### config.mk
export PLATFORM = sky130hd
export DESIGN_NAME = ir_pd_decoder
export DESIGN_NICKNAME = d
export VERILOG_FILES = /design/src/rtl/ir_pd_pkg.sv /design/src/rtl/ir_tick_counter.sv /design/src/rtl/ir_win_bank.sv /design/src/rtl/ir_pd_fsm.sv /design/src/rtl/ir_pd_decoder.sv
export SDC_FILE = /design/constraint.sdc
export NUM_CORES = 1
export LEC_CHECK = 0
export ABC_AREA = 1
export BUFFER_PORTS_ARGS = -buffer_cell sky130_fd_sc_hd__buf_2
export CORE_UTILIZATION = 50
export CTS_CLUSTER_DIAMETER = 30
export CTS_CLUSTER_SIZE = 25
export DETAILED_ROUTE_END_ITERATION = 8
export GPL_TIMING_DRIVEN = 0
export PLACE_DENSITY = 0.8
export SLEW_MARGIN = 10
export SYNTH_ARGS = -nofsm -noshare
export SYNTH_HDL_FRONTEND = slang
export SYNTH_SLANG_ARGS = --single-unit
### constraint.sdc
create_clock -name clk_i -period 2.25 [get_ports clk_i]
set_clock_uncertainty 0.1 [all_clocks]
set_input_delay 0.225 -clock clk_i [delete_from_list [all_inputs] [get_ports clk_i]]
set_output_delay 0.225 -clock clk_i [all_outputs]
set_load 0.1 [all_outputs]
### src/rtl/ir_pd_pkg.sv
`timescale 1ns/1ps
package ir_pd_pkg;
  typedef enum logic [1:0] {
    ST_IDLE   = 2'd0,
    ST_LMARK  = 2'd1,
    ST_LSPACE = 2'd2,
    ST_DATA   = 2'd3
  } dec_state_e;

  localparam int unsigned WIN_NUM = 5;
  localparam int unsigned WI_LMARK = 0;
  localparam int unsigned WI_LDATA = 1;
  localparam int unsigned WI_LRPT  = 2;
  localparam int unsigned WI_BIT0  = 3;
  localparam int unsigned WI_BIT1  = 4;
endpackage

### src/rtl/ir_tick_counter.sv
`timescale 1ns/1ps
module ir_tick_counter #(
  parameter int unsigned CNT_W = 16
) (
  input  logic             clk_i,
  input  logic             rst_ni,
  input  logic             clr_i,
  input  logic             tick_i,
  output logic [CNT_W-1:0] cnt_o
);
  logic [CNT_W-1:0] cnt_q;

  always_ff @(posedge clk_i or negedge rst_ni) begin
    if (!rst_ni)                        cnt_q <= '0;
    else if (clr_i)                     cnt_q <= '0;
    else if (tick_i && (cnt_q != '1))   cnt_q <= cnt_q + 1'b1; // saturate
  end

  assign cnt_o = cnt_q;
endmodule

### src/rtl/ir_win_bank.sv
`timescale 1ns/1ps
module ir_win_bank #(
  parameter int unsigned CNT_W   = 16,
  parameter int unsigned WIN_NUM = 5
) (
  input  logic [WIN_NUM-1:0][2*CNT_W-1:0] win_i,
  input  logic [CNT_W-1:0]                cnt_i,
  output logic [WIN_NUM-1:0]              in_o,
  output logic [WIN_NUM-1:0]              over_o
);
  for (genvar g = 0; g < WIN_NUM; g++) begin : g_win
    logic [CNT_W-1:0] lim_hi, lim_lo;
    assign lim_hi    = win_i[g][2*CNT_W-1:CNT_W];
    assign lim_lo    = win_i[g][CNT_W-1:0];
    assign in_o[g]   = (cnt_i >= lim_lo) && (cnt_i <= lim_hi);
    assign over_o[g] = (cnt_i > lim_hi);
  end
endmodule

### src/rtl/ir_pd_fsm.sv
`timescale 1ns/1ps
module ir_pd_fsm
  import ir_pd_pkg::*;
#(
  parameter int unsigned FRAME_BITS = 32
) (
  input  logic                  clk_i,
  input  logic                  rst_ni,
  input  logic                  enable_i,
  input  logic                  soft_rst_i,
  input  logic                  ir_i,
  input  logic [WIN_NUM-1:0]    in_win_i,
  input  logic [WIN_NUM-1:0]    over_win_i,
  output logic                  clr_cnt_o,
  output logic [FRAME_BITS-1:0] frame_o,
  output logic [2:0]            status_o,
  output logic                  done_o
);
  localparam int unsigned BC_W = $clog2(FRAME_BITS);
  localparam logic [BC_W-1:0] LAST_BIT = BC_W'(FRAME_BITS - 1);

  dec_state_e            state_q, state_d;
  logic                  ir_q;
  logic [BC_W-1:0]       bit_cnt_q;
  logic [FRAME_BITS-1:0] shreg_q, frame_q;
  logic                  rpt_q, err_q, done_q;
  logic                  rise, fall;
  logic                  bit_ld, bit_val, abort, fin_frame, fin_rpt;

  assign rise = ir_i & ~ir_q;
  assign fall = ~ir_i & ir_q;

  always_comb begin
    state_d   = state_q;
    bit_ld    = 1'b0;
    bit_val   = 1'b0;
    abort     = 1'b0;
    fin_frame = 1'b0;
    fin_rpt   = 1'b0;
    unique case (state_q)
      ST_IDLE: if (rise) state_d = ST_LMARK;
      ST_LMARK: begin
        if (fall) state_d = in_win_i[WI_LMARK] ? ST_LSPACE : ST_IDLE;
        else if (over_win_i[WI_LMARK]) state_d = ST_IDLE;   // dropped quietly
      end
      ST_LSPACE: begin
        if (rise) begin
          if (in_win_i[WI_LDATA]) state_d = ST_DATA;
          else if (in_win_i[WI_LRPT]) begin
            fin_rpt = 1'b1;
            state_d = ST_IDLE;
          end else begin
            abort   = 1'b1;
            state_d = ST_IDLE;
          end
        end else if (over_win_i[WI_LDATA] && over_win_i[WI_LRPT]) begin
          abort   = 1'b1;
          state_d = ST_IDLE;
        end
      end
      ST_DATA: begin
        if (rise) begin
          if (in_win_i[WI_BIT0] || in_win_i[WI_BIT1]) begin
            bit_ld  = 1'b1;
            bit_val = ~in_win_i[WI_BIT0];  // logic 0 wins on overlap
            if (bit_cnt_q == LAST_BIT) begin
              fin_frame = 1'b1;
              state_d   = ST_IDLE;
            end
          end else begin
            abort   = 1'b1;
            state_d = ST_IDLE;
          end
        end else if (over_win_i[WI_BIT0] && over_win_i[WI_BIT1]) begin
          abort   = 1'b1;
          state_d = ST_IDLE;
        end
      end
      default: state_d = ST_IDLE;
    endcase
  end

  // counter restarts at every step boundary and at each data mark edge
  assign clr_cnt_o = soft_rst_i || !enable_i || (state_d != state_q) ||
                     ((state_q == ST_DATA) && rise);

  always_ff @(posedge clk_i or negedge rst_ni) begin
    if (!rst_ni) begin
      state_q   <= ST_IDLE;
      ir_q      <= 1'b0;
      bit_cnt_q <= '0;
      shreg_q   <= '0;
      frame_q   <= '0;
      rpt_q     <= 1'b0;
      err_q     <= 1'b0;
      done_q    <= 1'b0;
    end else begin
      ir_q   <= ir_i;
      done_q <= 1'b0;
      if (soft_rst_i) begin
        state_q   <= ST_IDLE;
        bit_cnt_q <= '0;
        shreg_q   <= '0;
        frame_q   <= '0;
        rpt_q     <= 1'b0;
        err_q     <= 1'b0;
      end else if (!enable_i) begin
        state_q   <= ST_IDLE;
        bit_cnt_q <= '0;
      end else begin
        state_q <= state_d;
        if (state_q == ST_LSPACE && state_d == ST_DATA) bit_cnt_q <= '0;
        if (bit_ld) begin
          shreg_q   <= {bit_val, shreg_q[FRAME_BITS-1:1]};
          bit_cnt_q <= bit_cnt_q + 1'b1;
        end
        if (fin_frame) begin
          frame_q <= {bit_val, shreg_q[FRAME_BITS-1:1]};
          done_q  <= 1'b1;
          rpt_q   <= 1'b0;
          err_q   <= 1'b0;
        end
        if (fin_rpt) begin
          done_q <= 1'b1;
          rpt_q  <= 1'b1;
          err_q  <= 1'b0;
        end
        if (abort) err_q <= 1'b1;
      end
    end
  end

  assign frame_o  = frame_q;
  assign status_o = {err_q, (state_q != ST_IDLE), rpt_q};
  assign done_o   = done_q;
endmodule

### src/rtl/ir_pd_decoder.sv
`timescale 1ns/1ps
module ir_pd_decoder
  import ir_pd_pkg::*;
#(
  parameter int unsigned CNT_W      = 16,
  parameter int unsigned FRAME_BITS = 32
) (
  input  logic                  clk_i,
  input  logic                  rst_ni,
  input  logic                  enable_i,
  input  logic                  soft_rst_i,
  input  logic                  ir_i,
  input  logic                  tick_i,
  input  logic [2*CNT_W-1:0]    win_lead_mark_i,
  input  logic [2*CNT_W-1:0]    win_lead_data_i,
  input  logic [2*CNT_W-1:0]    win_lead_rpt_i,
  input  logic [2*CNT_W-1:0]    win_bit0_i,
  input  logic [2*CNT_W-1:0]    win_bit1_i,
  output logic [FRAME_BITS-1:0] frame_o,
  output logic [2:0]            status_o,
  output logic                  done_o
);
  localparam int unsigned WIN_W = 2 * CNT_W;

  logic [WIN_NUM-1:0][WIN_W-1:0] win_all;
  logic [CNT_W-1:0]              cnt;
  logic                          clr_cnt;
  logic [WIN_NUM-1:0]            in_win, over_win;

  assign win_all[WI_LMARK] = win_lead_mark_i;
  assign win_all[WI_LDATA] = win_lead_data_i;
  assign win_all[WI_LRPT]  = win_lead_rpt_i;
  assign win_all[WI_BIT0]  = win_bit0_i;
  assign win_all[WI_BIT1]  = win_bit1_i;

  ir_tick_counter #(.CNT_W(CNT_W)) i_cnt (
    .clk_i  (clk_i),
    .rst_ni (rst_ni),
    .clr_i  (clr_cnt),
    .tick_i (tick_i),
    .cnt_o  (cnt)
  );

  ir_win_bank #(.CNT_W(CNT_W), .WIN_NUM(WIN_NUM)) i_win (
    .win_i  (win_all),
    .cnt_i  (cnt),
    .in_o   (in_win),
    .over_o (over_win)
  );

  ir_pd_fsm #(.FRAME_BITS(FRAME_BITS)) i_fsm (
    .clk_i      (clk_i),
    .rst_ni     (rst_ni),
    .enable_i   (enable_i),
    .soft_rst_i (soft_rst_i),
    .ir_i       (ir_i),
    .in_win_i   (in_win),
    .over_win_i (over_win),
    .clr_cnt_o  (clr_cnt),
    .frame_o    (frame_o),
    .status_o   (status_o),
    .done_o     (done_o)
  );
endmodule

==> results.py <==
metrics = {
    "place": {
        "place_area_sq_um": 9620,
        "gp_congestion": 0.839,
        "dp.cells": 1541,
        "dp_hpwl_mm": 16.0,
        "post-place-ws_ps": -560,
        "io_buffers": 201,
    },
    "worst_setup_path": {
        "rrSetupSlack_ps": -660,
        "start_kind": "register",
        "setup.worst_path.end": "i_cnt.cnt_o[13]",
        "crit_path_end_kind": "register",
        "critPathArrivalTime_ps": 3050,
        "cp-startpoint": "i_cnt.cnt_o[11]",
        "crit_required_ps": 2390,
        "reg2reg_from": "i_cnt.cnt_o[11]",
        "r2r_end": "i_cnt.cnt_o[13]",
        "critPathMaxFanout": 7,
        "worst_r2r_path_depth": 17,
        "critPathKind": "reg -> reg",
    },
    "final_layout": {
        "stdcell_count": 1628,
        "fin_area_sq_um": 11500,
        "fin_nets": 1737,
        "drive_gt1_share_pct": 33.9,
        "synthToLayoutAreaGrowth_pct": 39.0,
        "final_core_util_pct": 71.9,
        "antenna_cells": 0,
        "fillCellCount": 1095,
    },
    "drt": {
        "dr.pass1.iters": 5,
        "wl_mm": 28.2,
        "vias_per_cell": 5.51,
        "via_count": 8971,
        "wl_per_cell_um": 17.3,
        "drt_iter0_markers": 753,
        "final_antenna_net_count": 0,
        "drc": 0,
    },
    "logic_synthesis": {
        "synthesis.nets": 1452,
        "synth_xor_area_share_pct": 1.37,
        "avgSynthCellArea_sq_um": 7.40,
        "yosys.cell_types.count": 40,
        "synth_area_sq_um": 8310,
        "synth_top_area_cell": "dfrtp_1",
        "synth-seq-area-share_pct": 27.1,
        "synthSimpleGateAreaFrac_pct": 22.9,
        "syn_inst": 1123,
        "synth_adder_area_share_pct": 24.5,
        "synth_mux_area_share_pct": 0.120,
        "synth_compound_area_share_pct": 11.0,
        "ys_seq_elements": 90,
        "yosys_warnings": 0,
        "netlist.area_leader.share_pct": 27.1,
        "synth_top_family_by_area": "adder cells",
        "netlist_top_cells_area": "dfrtp_1 27%, ha_1 25%, nand2_1 11%",
    },
    "global_routing": {
        "grt_pass1_wl_mm": 37.1,
        "grt_antenna_before_repair": 0,
        "grt_usage_pct": 27.9,
        "grt-ovfl-total": 0,
        "grt_max_degree": 57,
        "grt_pass1_vias": 8122,
    },
    "timing": {
        "rsz0062_at_grt": "yes",
        "setup_ws_ps": -658,
        "max_clock_freq_mhz": 344,
        "period_needed_ps": 2910,
        "worstMarginPinSlew_ps": 702,
        "fin_crit_sh_pct": 129,
        "slew_viol_final": 0,
        "slew-limit-headroom_pct": 53.2,
        "hold_viol_final": 0,
        "setup_viol": 89,
    },
    "cts": {
        "clock_latency_ps": 350,
        "root_buffer": "clkbuf_16",
        "cts_tree": "done",
        "cts_buffer_depth": 2,
        "htree_num_levels": 3,
        "cts_inserted_buffers": 9,
        "clock_sinks": 90,
        "path_clk_slew_ps": 80,
    },
    "floorplanning": {
        "dieHeight_um": 131,
        "num_rows": 46,
        "coreArea_sq_um": 16100,
        "initial_core_util_pct": 51.7,
        "die_x_um": 131,
        "io_pins": 202,
        "die_area_sq_um": 17100,
    },
    "outcome": {
        "status": "complete, but fails checks",
        "violations": "setup timing",
    },
    "flow_run": {
        "cap_violations": 0,
    },
    "power": {
        "peakVddDrop_mv": 0.352,
        "powerDensity_nw_per_um2": 340,
        "power_leakage_uw": 0.00661,
    },
    "worst_hold_path": {
        "hold_start": "enable_i",
        "worstHoldPathCells": 5,
        "hp-class": "in -> reg",
    },
}
[timing repair]
| item | CTS | global route |
|---|---|---|
| pin swaps | 21 | 19 |
| gates resized for setup | 84 | 144 |
| endpoints found under the setup margin | 89 | 89 |
| hold buffers | 2 | 0 |
| cloned | 3 | 7 |
| buffers inserted | 37 | 24 |
| hold endpoints to repair | 35 | 0 |
[how the worst min path moves through the flow]
stage / end / slack [ps]
6_report: i_fsm.err_q / 210
4_1_cts: i_fsm.err_q / 130
3_3_place_gp: i_fsm.ir_q / 260
5_1_grt: i_fsm.err_q / 180
3_5_place_dp: i_fsm.frame_o[11] / 110
2_1_floorplan: i_cnt.cnt_o[0] / -170
[through the flow]
stage / total power (uW) / TNS (ps) / hold WS (ps)
final: 3930 / -51390 / 209
after global routing: 4080 / -59920 / 183
after CTS: 3800 / -23890 / 126
after detailed placement: 2230 / -43500 / 110
after global placement: 2200 / -40570 / 260
after floorplan: 1970 / 0 / -171
[Yosys cell counts (all sizes together)]
library cell	n
nand3b	2
nor2	66
a211oi	2
nand4	12
inv	240
nor3	24
o22ai	2
mux2i	1
xnor2	1
a21o	3
o21bai	2
a21oi	76
clkinv	3
clkbuf	3
xor2	12
nand3	55
nor4	3
ha	163
nand2	254
buf	16
and2	1
o21ai	86
nor3b	1
o21a	5
dfrtp	90
[cell families (layout without fill, tap and decap cells)]
kind of cell	Yosys count	count (layout)
simple gates	418	419
buf+inv	262	550
compound gates	176	176
fa+ha+maj	163	163
flops	90	90
xor+xnor	13	13
mux	1	1
[critical path, cell delays in order (launching register included)]
cell and delay, ps:
dfrtp_2 490, ha_1 320, nand2_1 100, inv_1 80
nand4_1 200, clkinv_2 130, nand2_2 110, nand2_2 80
nand2_2 140, nand2_4 100, nand2_8 120, nand2_4 60
nand3_4 130, nand2_4 80, nand3_4 110, nand2_8 90
buf_6 140, nor3_4 210
[placed cells by master (no fill, tap or decap), types with 5 or more instances in the layout]
master,n
nand3_2,10
nand2_2,34
dfrtp_2,13
buf_6,25
nor3_4,5
nand2_1,204
ha_4,10
a21oi_2,6
o21ai_1,39
buf_12,7
nor2_1,55
buf_2,202
xor2_1,12
nand3_4,10
buf_4,41
o21a_1,5
dfrtp_1,75
o21ai_0,21
nand4_1,11
nor2_2,5
a21oi_1,70
nand3_1,35
inv_1,232
nor2_4,5
buf_8,5
nand2_4,13
nor3_2,16
ha_1,153
o21ai_2,26
clkbuf_16,13
[routing by layer]
layer | up-vias | wire [um] | GRT usage, % | share of wire [%]
met5 | - | 0 | 0 | 0
met4 | 0 | 1750 | 12.6 | 6.2
met3 | 156 | 2380 | 6.23 | 8.4
met2 | 506 | 13100 | 47.5 | 46
met1 | 4134 | 11000 | 33.7 | 39
li1 | 4175 | - | - | -
[registers in the layout, indices dropped and copies added, names as in the netlist]
signal           flops
i_fsm.frame_o       32
i_fsm.shreg_q       31
i_cnt.cnt_o         16
i_fsm.bit_cnt_q      5
i_fsm.state_q        2
i_fsm.done_o         1
i_fsm.err_q          1
i_fsm.ir_q           1
i_fsm.rpt_q          1
[final cells by class]
type | instances | area, sq um | share of cell area (%)
Timing Repair Buffer | 273 | 1820 | 15.8
Sequential cell | 90 | 2280 | 19.7
Inverter | 243 | 932 | 8.07
Clock buffer | 9 | 225 | 1.95
Buffer | 19 | 210 | 1.82
Tap cell | 216 | 270 | 2.34
Multi-Input combinational cell | 772 | 5740 | 49.7
Clock inverter | 6 | 73.8 | 0.639
[where the power goes]
| part | switching [uW] | total, uW | internal [uW] |
|---|---|---|---|
| registers | 3.94 | 1620 | 1620 |
| logic | 416 | 732 | 316 |
| clock network | 703 | 1580 | 872 |
| total | 1120 | 3930 | 2810 |
(Power assumes the default switching activity.)
